[src/rtl/disp_irq_pkg.sv]
package disp_irq_pkg;
  localparam int unsigned REG_W      = 32;
  localparam int unsigned EVT_COUNT  = 3;
  localparam int unsigned FLAG_BASE  = 0;
  localparam int unsigned ENA_BASE   = 8;
  localparam int unsigned SYNC_DEPTH = 2;

  // Event indices; each index also selects the flag and enable position.
  typedef enum logic [1:0] {
    EV_VSYNC_END   = 2'd0,
    EV_VSYNC_START = 2'd1,
    EV_FRAME_END   = 2'd2
  } evt_idx_e;
endpackage

[src/rtl/disp_irq_rst_sync.sv]
module disp_irq_rst_sync #(
  parameter int unsigned STAGES = 2
) (
  input  logic clk_i,
  input  logic rst_ni,
  output logic rst_sync_no
);
  logic [STAGES-1:0] chain_q;
  logic [STAGES-1:0] chain_d;

  always_comb begin
    chain_d = {chain_q[STAGES-2:0], 1'b1};
  end

  always_ff @(posedge clk_i or negedge rst_ni) begin
    if (!rst_ni) begin
      chain_q <= '0;
    end else begin
      chain_q <= chain_d;
    end
  end

  assign rst_sync_no = chain_q[STAGES-1];
endmodule

[src/rtl/disp_irq_flag_cell.sv]
module disp_irq_flag_cell (
  input  logic clk_i,
  input  logic rst_ni,
  input  logic evt_i,
  input  logic wr_en_i,
  input  logic wr_ack_bit_i,
  input  logic wr_ena_bit_i,
  output logic flag_o,
  output logic ena_o
);
  logic flag_q, flag_d, flag_ce;
  logic ena_q, ena_d, ena_ce;

  // A zero at the acknowledge position clears; an event wins over the clear.
  always_comb begin
    flag_ce = evt_i | (wr_en_i & ~wr_ack_bit_i);
    flag_d  = evt_i;
    ena_ce  = wr_en_i;
    ena_d   = wr_ena_bit_i;
  end

  always_ff @(posedge clk_i or negedge rst_ni) begin
    if (!rst_ni) begin
      flag_q <= 1'b0;
    end else if (flag_ce) begin
      flag_q <= flag_d;
    end
  end

  always_ff @(posedge clk_i or negedge rst_ni) begin
    if (!rst_ni) begin
      ena_q <= 1'b0;
    end else if (ena_ce) begin
      ena_q <= ena_d;
    end
  end

  assign flag_o = flag_q;
  assign ena_o  = ena_q;
endmodule

[src/rtl/disp_irq_merge.sv]
module disp_irq_merge #(
  parameter int unsigned N = 3
) (
  input  logic         clk_i,
  input  logic         rst_ni,
  input  logic [N-1:0] flag_i,
  input  logic [N-1:0] ena_i,
  output logic         irq_o
);
  logic irq_d, irq_q;

  always_comb begin
    irq_d = |(flag_i & ena_i);
  end

  always_ff @(posedge clk_i or negedge rst_ni) begin
    if (!rst_ni) begin
      irq_q <= 1'b0;
    end else begin
      irq_q <= irq_d;
    end
  end

  assign irq_o = irq_q;
endmodule

[src/rtl/disp_irq_readback.sv]
module disp_irq_readback #(
  parameter int unsigned W         = 32,
  parameter int unsigned N         = 3,
  parameter int unsigned FLAG_LSB  = 0,
  parameter int unsigned ENA_LSB   = 8
) (
  input  logic         clk_i,
  input  logic         rst_ni,
  input  logic         rd_en_i,
  input  logic [N-1:0] flag_i,
  input  logic [N-1:0] ena_i,
  output logic [W-1:0] rd_data_o
);
  logic [W-1:0] word;
  logic [W-1:0] rd_d, rd_q;

  always_comb begin
    word = '0;
    for (int k = 0; k < int'(N); k++) begin
      word[FLAG_LSB+k] = flag_i[k];
      word[ENA_LSB+k]  = ena_i[k];
    end
    rd_d = rd_en_i ? word : '0;
  end

  always_ff @(posedge clk_i or negedge rst_ni) begin
    if (!rst_ni) begin
      rd_q <= '0;
    end else begin
      rd_q <= rd_d;
    end
  end

  assign rd_data_o = rd_q;
endmodule

[src/rtl/disp_irq_reg.sv]
module disp_irq_reg #(
  parameter int unsigned DATA_W      = disp_irq_pkg::REG_W,
  parameter int unsigned NUM_EVT     = disp_irq_pkg::EVT_COUNT,
  parameter int unsigned FLAG_LSB    = disp_irq_pkg::FLAG_BASE,
  parameter int unsigned ENA_LSB     = disp_irq_pkg::ENA_BASE,
  parameter int unsigned SYNC_STAGES = disp_irq_pkg::SYNC_DEPTH
) (
  input  logic               clk_i,
  input  logic               rst_ni,
  input  logic [NUM_EVT-1:0] evt_i,
  input  logic               wr_en_i,
  input  logic [DATA_W-1:0]  wr_data_i,
  input  logic               rd_en_i,
  output logic [DATA_W-1:0]  rd_data_o,
  output logic               irq_o
);
  logic               rst_sync_n;
  logic [NUM_EVT-1:0] flag_vec;
  logic [NUM_EVT-1:0] ena_vec;
  logic               wr_bits_unused;

  // Bits outside the acknowledge and enable fields are deliberately dropped.
  assign wr_bits_unused = ^wr_data_i;

  disp_irq_rst_sync #(.STAGES(SYNC_STAGES)) u_rst_sync (
    .clk_i       (clk_i),
    .rst_ni      (rst_ni),
    .rst_sync_no (rst_sync_n)
  );

  for (genvar k = 0; k < NUM_EVT; k++) begin : g_src
    disp_irq_flag_cell u_cell (
      .clk_i        (clk_i),
      .rst_ni       (rst_sync_n),
      .evt_i        (evt_i[k]),
      .wr_en_i      (wr_en_i),
      .wr_ack_bit_i (wr_data_i[FLAG_LSB+k]),
      .wr_ena_bit_i (wr_data_i[ENA_LSB+k]),
      .flag_o       (flag_vec[k]),
      .ena_o        (ena_vec[k])
    );
  end

  disp_irq_merge #(.N(NUM_EVT)) u_merge (
    .clk_i  (clk_i),
    .rst_ni (rst_sync_n),
    .flag_i (flag_vec),
    .ena_i  (ena_vec),
    .irq_o  (irq_o)
  );

  disp_irq_readback #(
    .W        (DATA_W),
    .N        (NUM_EVT),
    .FLAG_LSB (FLAG_LSB),
    .ENA_LSB  (ENA_LSB)
  ) u_readback (
    .clk_i     (clk_i),
    .rst_ni    (rst_sync_n),
    .rd_en_i   (rd_en_i),
    .flag_i    (flag_vec),
    .ena_i     (ena_vec),
    .rd_data_o (rd_data_o)
  );
endmodule

[config.mk]
export PLATFORM = sky130hd
export DESIGN_NAME = disp_irq_reg
export DESIGN_NICKNAME = d
export VERILOG_FILES = /design/src/rtl/disp_irq_pkg.sv /design/src/rtl/disp_irq_rst_sync.sv /design/src/rtl/disp_irq_flag_cell.sv /design/src/rtl/disp_irq_merge.sv /design/src/rtl/disp_irq_readback.sv /design/src/rtl/disp_irq_reg.sv
export SDC_FILE = /design/constraint.sdc
export NUM_CORES = 1
export LEC_CHECK = 0
export ABC_AREA = 1
export CELL_PAD_IN_SITES_DETAIL_PLACEMENT = 0
export CELL_PAD_IN_SITES_GLOBAL_PLACEMENT = 1
export CORE_MARGIN = 5
export CORE_UTILIZATION = 17
export DETAILED_ROUTE_END_ITERATION = 10
export HOLD_SLACK_MARGIN = 0.06
export MAX_ROUTING_LAYER = met4
export PLACE_DENSITY = 0.81
export SYNTH_ARGS = -nofsm -noshare
export SYNTH_HDL_FRONTEND = slang
export SYNTH_SLANG_ARGS = --single-unit
export TNS_END_PERCENT = 30
[constraint.sdc]
create_clock -name clk_i -period 0.8 [get_ports clk_i]
set_input_delay 0.16 -clock clk_i [delete_from_list [all_inputs] [get_ports clk_i]]
set_output_delay 0.16 -clock clk_i [all_outputs]
set_load 0.01 [all_outputs]
# ---- Word level (Yosys, flattened, before mapping)
# Cells that the tools add are included.
dict set report word_totals {
  ff_bits 41
  output_inout_bits 33
  input_bits 39
  wordCells 21
}
dict set report classes {
  bitwise_logic 10
  n_mux 1
  reduce_logical 1
}
# op n
set op_table {}
lappend op_table {{11-bit two-way mux} 1}
lappend op_table {{1-bit bitwise AND} 3}
lappend op_table {{3-bit bitwise AND} 1}
lappend op_table {{1-bit NOT} 3}
lappend op_table {{1-bit OR} 3}
lappend op_table {{3-bit OR reduction} 1}

# ---- Longest topological paths before layout
dict set report logic_depth {
  depth_word 3
  ltp_mapped 4
  ltp_nobuf 4
}

# ---- Hierarchy
# Synthesis repeated with hierarchy kept, for this count alone.
dict set report hier_totals {
  hier_cells 83
  hier_area_um2 733.2
}
# mod seq_area_each_um2 cells_per_inst area_per_inst_um2 n_inst
set modules_own_cells {}
lappend modules_own_cells {disp_irq_readback 150.1 45 394.1 1}
lappend modules_own_cells {disp_irq_flag_cell 50.0 10 81.3 3}
lappend modules_own_cells {disp_irq_rst_sync 50.0 3 53.8 1}
lappend modules_own_cells {disp_irq_merge 25.0 5 41.3 1}

# ---- Worst setup path before layout
# Ideal clock, no wire load.
dict set report synth_timing {
  path_type {register to register}
  from {register g_src[0].u_cell.flag_q}
  to {register u_merge.irq_q, in the netlist u_merge.irq_o}
  n_path_buf 0
  slack_ns 0.189
  synth_period_minus_slack_ns 0.611
  setup_time_ns 0.124
  required_ns 0.676
  arrival_time_ns 0.487
  stages_incl_launch_ff 3
  cell_sequence {dfrtp_1 > nand2_1 > nand3_1}
}
dict set report synth_between {
  elab_chain_len 2
}
# item line_no
set synth_rtl {}
lappend synth_rtl {{start, declared} disp_irq_flag_cell.sv:11} ;# logic flag_q, flag_d, flag_ce;
lappend synth_rtl {{start signal, assigned} disp_irq_flag_cell.sv:26} ;# flag_q <= flag_d;
lappend synth_rtl {{3-bit bitwise AND} disp_irq_merge.sv:13} ;# irq_d = |(flag_i & ena_i);
lappend synth_rtl {{3-bit OR reduction} disp_irq_merge.sv:13}
lappend synth_rtl {{via u_merge.irq_d} disp_irq_merge.sv:10} ;# logic irq_d, irq_q;
lappend synth_rtl {{end signal, assigned} disp_irq_merge.sv:20} ;# irq_q <= irq_d;
lappend synth_rtl {{end, declared} disp_irq_merge.sv:10}
# The timed path passes the listed nets, and every way through them passes these cells.
# A chain may end at the register's enable or synchronous reset.

# ---- Worst setup path in the final report
dict set report layout_timing {
  from {register u_readback.rd_q[0], in the netlist u_readback.rd_data_o[0]}
  to {output rd_data_o[0]}
}
# item line_no
set layout_lines {}
lappend layout_lines {{start, declared} disp_irq_readback.sv:15} ;# logic [W-1:0] rd_d, rd_q;
lappend layout_lines {{start signal, assigned} disp_irq_readback.sv:30} ;# rd_q <= rd_d;
lappend layout_lines {{end, declared} disp_irq_reg.sv:14} ;# output logic [DATA_W-1:0] rd_data_o,
# No word-level cell between the ends.

==> metrics.md <==
| Metric | Value |
|---|---|
| Crit. End Element | output pin |
| Detailed Route WL | between 1000 and 1500 um |
| Status | complete, but fails checks |
| Fin crit share | 1.123 |
| Clock transition at the registers of the reported paths | ~60 ps |
| Reg2Reg Setup Slack | between 100 and 150 ps |
| Fin area | slightly above 900 sq um |
| WP data arrival | roughly 740 ps |
| H-tree depth | 1 |
| Worst setup path category | register to output pin |
| Initial drt markers | 16 |
| Sequential-to-total area share from yosys stat | 0.5042 |
| Drt pass-1 iters | 4 |
| Main synth FF type | dfrtp_1 |
| Post-synth top area share | 0.5042 |
| Final setup vio count | 7 |
| # fillers | 493 |
| Num CTS Buffers | 3 |
| Number of port buffers | 19 |
| CP endpoint | rd_data_o[0] |
| EDFF count, synth | 0 |
| Tightest Hold Check Type | input port to async pin |
| Cells after synthesis | 84 |
| DR WL/cell | about 7.8 um |
| Width of the die | 76.18 um |
| Synth area leader | dfrtp_1 |
| Core area | 4294 sq um |
| RSZ-0062 raised after global routing | yes |
| IO Pins | between 70 and 80 |
| Post-Syn Area per Cell | about 9 sq um |
| Crit-path slowest cell | dfrtp_1 |
| Power per Cell Area | around 1900 nW/um^2 |
| Antenna violations before repair | 0 |
| Share of synthesized registers carrying an async set or reset | 1.000 |
| Grt total ovfl | 0 |
| Setup TNS Final | -617.0 ps |
| Synth Cell Area | ~740 sq um |
| Syn-to-layout area delta | 21.51% |
| Critical Path Fanout Max | 1 |
| Skew final | 1.231 ps |
| CTS sink count | 15 |
| DR DRC count | 0 |
| Vias in the first global route | 440 |
| ANT nets after route | 0 |
| Cell count of the worst reg-to-reg path | 2 |
| Static leakage | around 0.00052 uW |
| Clock Tree Root | clkbuf_8 |
| Failing checks | negative setup slack |
| Worst path required time | 640 ps |
| Clk_lat worst skew | ~240 ps |
| Total GRT Usage | 0.04635 |
| Chip height | between 70 and 80 um |
| Cell Area, Placed | around 900 sq um |
| Synth top cells by count | 26 x buf_4, 21 x nand2_1, 15 x dfrtp_1, 15 x inv_1, 3 x o21ai_1 |
| Fmax | about 1.1 GHz |
| Global-route wire length before repair | 2028 um |
| Reg2reg start | g_src[1].u_cell.flag_o |
| Die Area | around 5800 sq um |
| Family with the most delay on the worst path | flip-flops |
| WP depth | 1 |
| DR vias | ~460 |
| VDD IR max | 0.4219 mV |
| Synth top area cells | dfrtp_1 50%, buf_4 26%, nand2_1 11% |
| Launching element of the worst setup path | u_readback.rd_data_o[0] |
| Yosys reg bits | 15 |
| Row cnt | 24 |
| Max incr delay on CP | between 300 and 400 ps |
| Routability cong. | roughly 0.66 |
| Fin. Hold Viols | 0 |
| WP buf/inv | 1 |
| Setup crit start kind | register |
| Reg2reg end | u_merge.irq_o |
| Antenna diodes | 0 |
| Largest net degree at the start of global routing | 14 |
| CP cell instances | buf_2 |
| Layout cell share with drive strength beyond 1 | 0.1132 |
| Setup ws final | -98.26 ps |
| Syn. warnings | 0 |
| Min Tclk post-route | 898.3 ps |
| Final hold slack | 75.93 ps |
| Dpl hpwl | 1043 um |
| Distinct cells, synth | 8 |
| Nets | about 150 |
| Clock Path Buffers | 2 |
| Pins over their slew limit | 0 |
| CTS tree | done |
| Via density | around 2.9 |
| Most frequent cell after synthesis | buf_4 |
| Initial core utilization | 0.1734 |
| Max-cap viol count | 0 |
## cell type report
cell class / instances / area [sq um] / area share
clock buffer: 3 / 41.29 / 0.04564
clock inverter: 1 / 5.005 / 0.005533
inverter: 15 / 56.30 / 0.06224
multi-input combinational: 52 / 200.2 / 0.2213
sequential: 15 / 375.4 / 0.4149
tap: 52 / 65.06 / 0.07192
timing repair buffer: 20 / 161.4 / 0.1784
## state kept, by name (all words and copies together) (netlist names)
| register | count |
|---|---|
| u_readback.rd_data_o | 6 |
| g_src.u_cell.ena_o | 3 |
| g_src.u_cell.flag_o | 3 |
| u_merge.irq_o | 1 |
| u_rst_sync.chain_q | 2 |
## cell usage in the layout, fill, tap and decap left out
cell type and n:
clkdlybuf4s50_1 11, inv_1 15, clkinv_2 1, dlygate4sd2_1 1
nand2_1 21, dfrtp_1 15, o21ai_1 3, buf_4 1
buf_2 7, clkbuf_8 3, nand3_1 1, conb_1 27
## metal layers
layer,routed length [um],track usage,share of wire
met1,405,0.04697,0.33
met2,592,0.06507,0.48
met3,193,0.02246,0.16
met4,38,0.04196,0.031
met5,0,-,0
## worst min-delay path by stage
stage | slack [ps] | endpoint | cells past startpoint
finish | 80 | u_rst_sync.chain_q[0] | 1
CTS | 70 | u_rst_sync.chain_q[1] | 1
floorplan | -140 | u_rst_sync.chain_q[0] | 0
global placement | 160 | u_readback.rd_data_o[1] | 1
global route | 80 | u_rst_sync.chain_q[1] | 1
detailed placement | 170 | g_src[1].u_cell.flag_o | 1
## power breakdown
part           switching (uW)  leakage, uW  internal (uW)
Sequential               25.0     0.000176            815
Clock                     250    0.0000255            344
Combinational             144     0.000323           97.3
## kinds of logic after synthesis
family	Yosys count	share of synthesized area
other cells	2	0.01009
compound gates	3	0.02016
flops	15	0.5042
simple gates	22	0.1126
buf+inv	42	0.3529
## repair_timing
item,4_1_cts,5_1_grt
buffers inserted,0,0
endpoints found under the setup margin,11,7
pin swaps,0,0
hold buffers,0,0
gates resized for setup,29,0
## stage by stage
stage / utilization / total power (uW) / std cells / setup slack, ps
2_1_floorplan: - / 1085 / 109 / 189.1
5_1_grt: 0.2107 / 1787 / 158 / -131.8
6_report: 0.2107 / 1676 / 158 / -98.26
4_1_cts: 0.2107 / 1696 / 158 / -109.9
3_5_place_dp: 0.2083 / 1127 / 154 / -323.9
3_3_place_gp: 0.2083 / 1122 / 154 / -295.6
No activity file was read; power rests on OpenSTA's default activity.
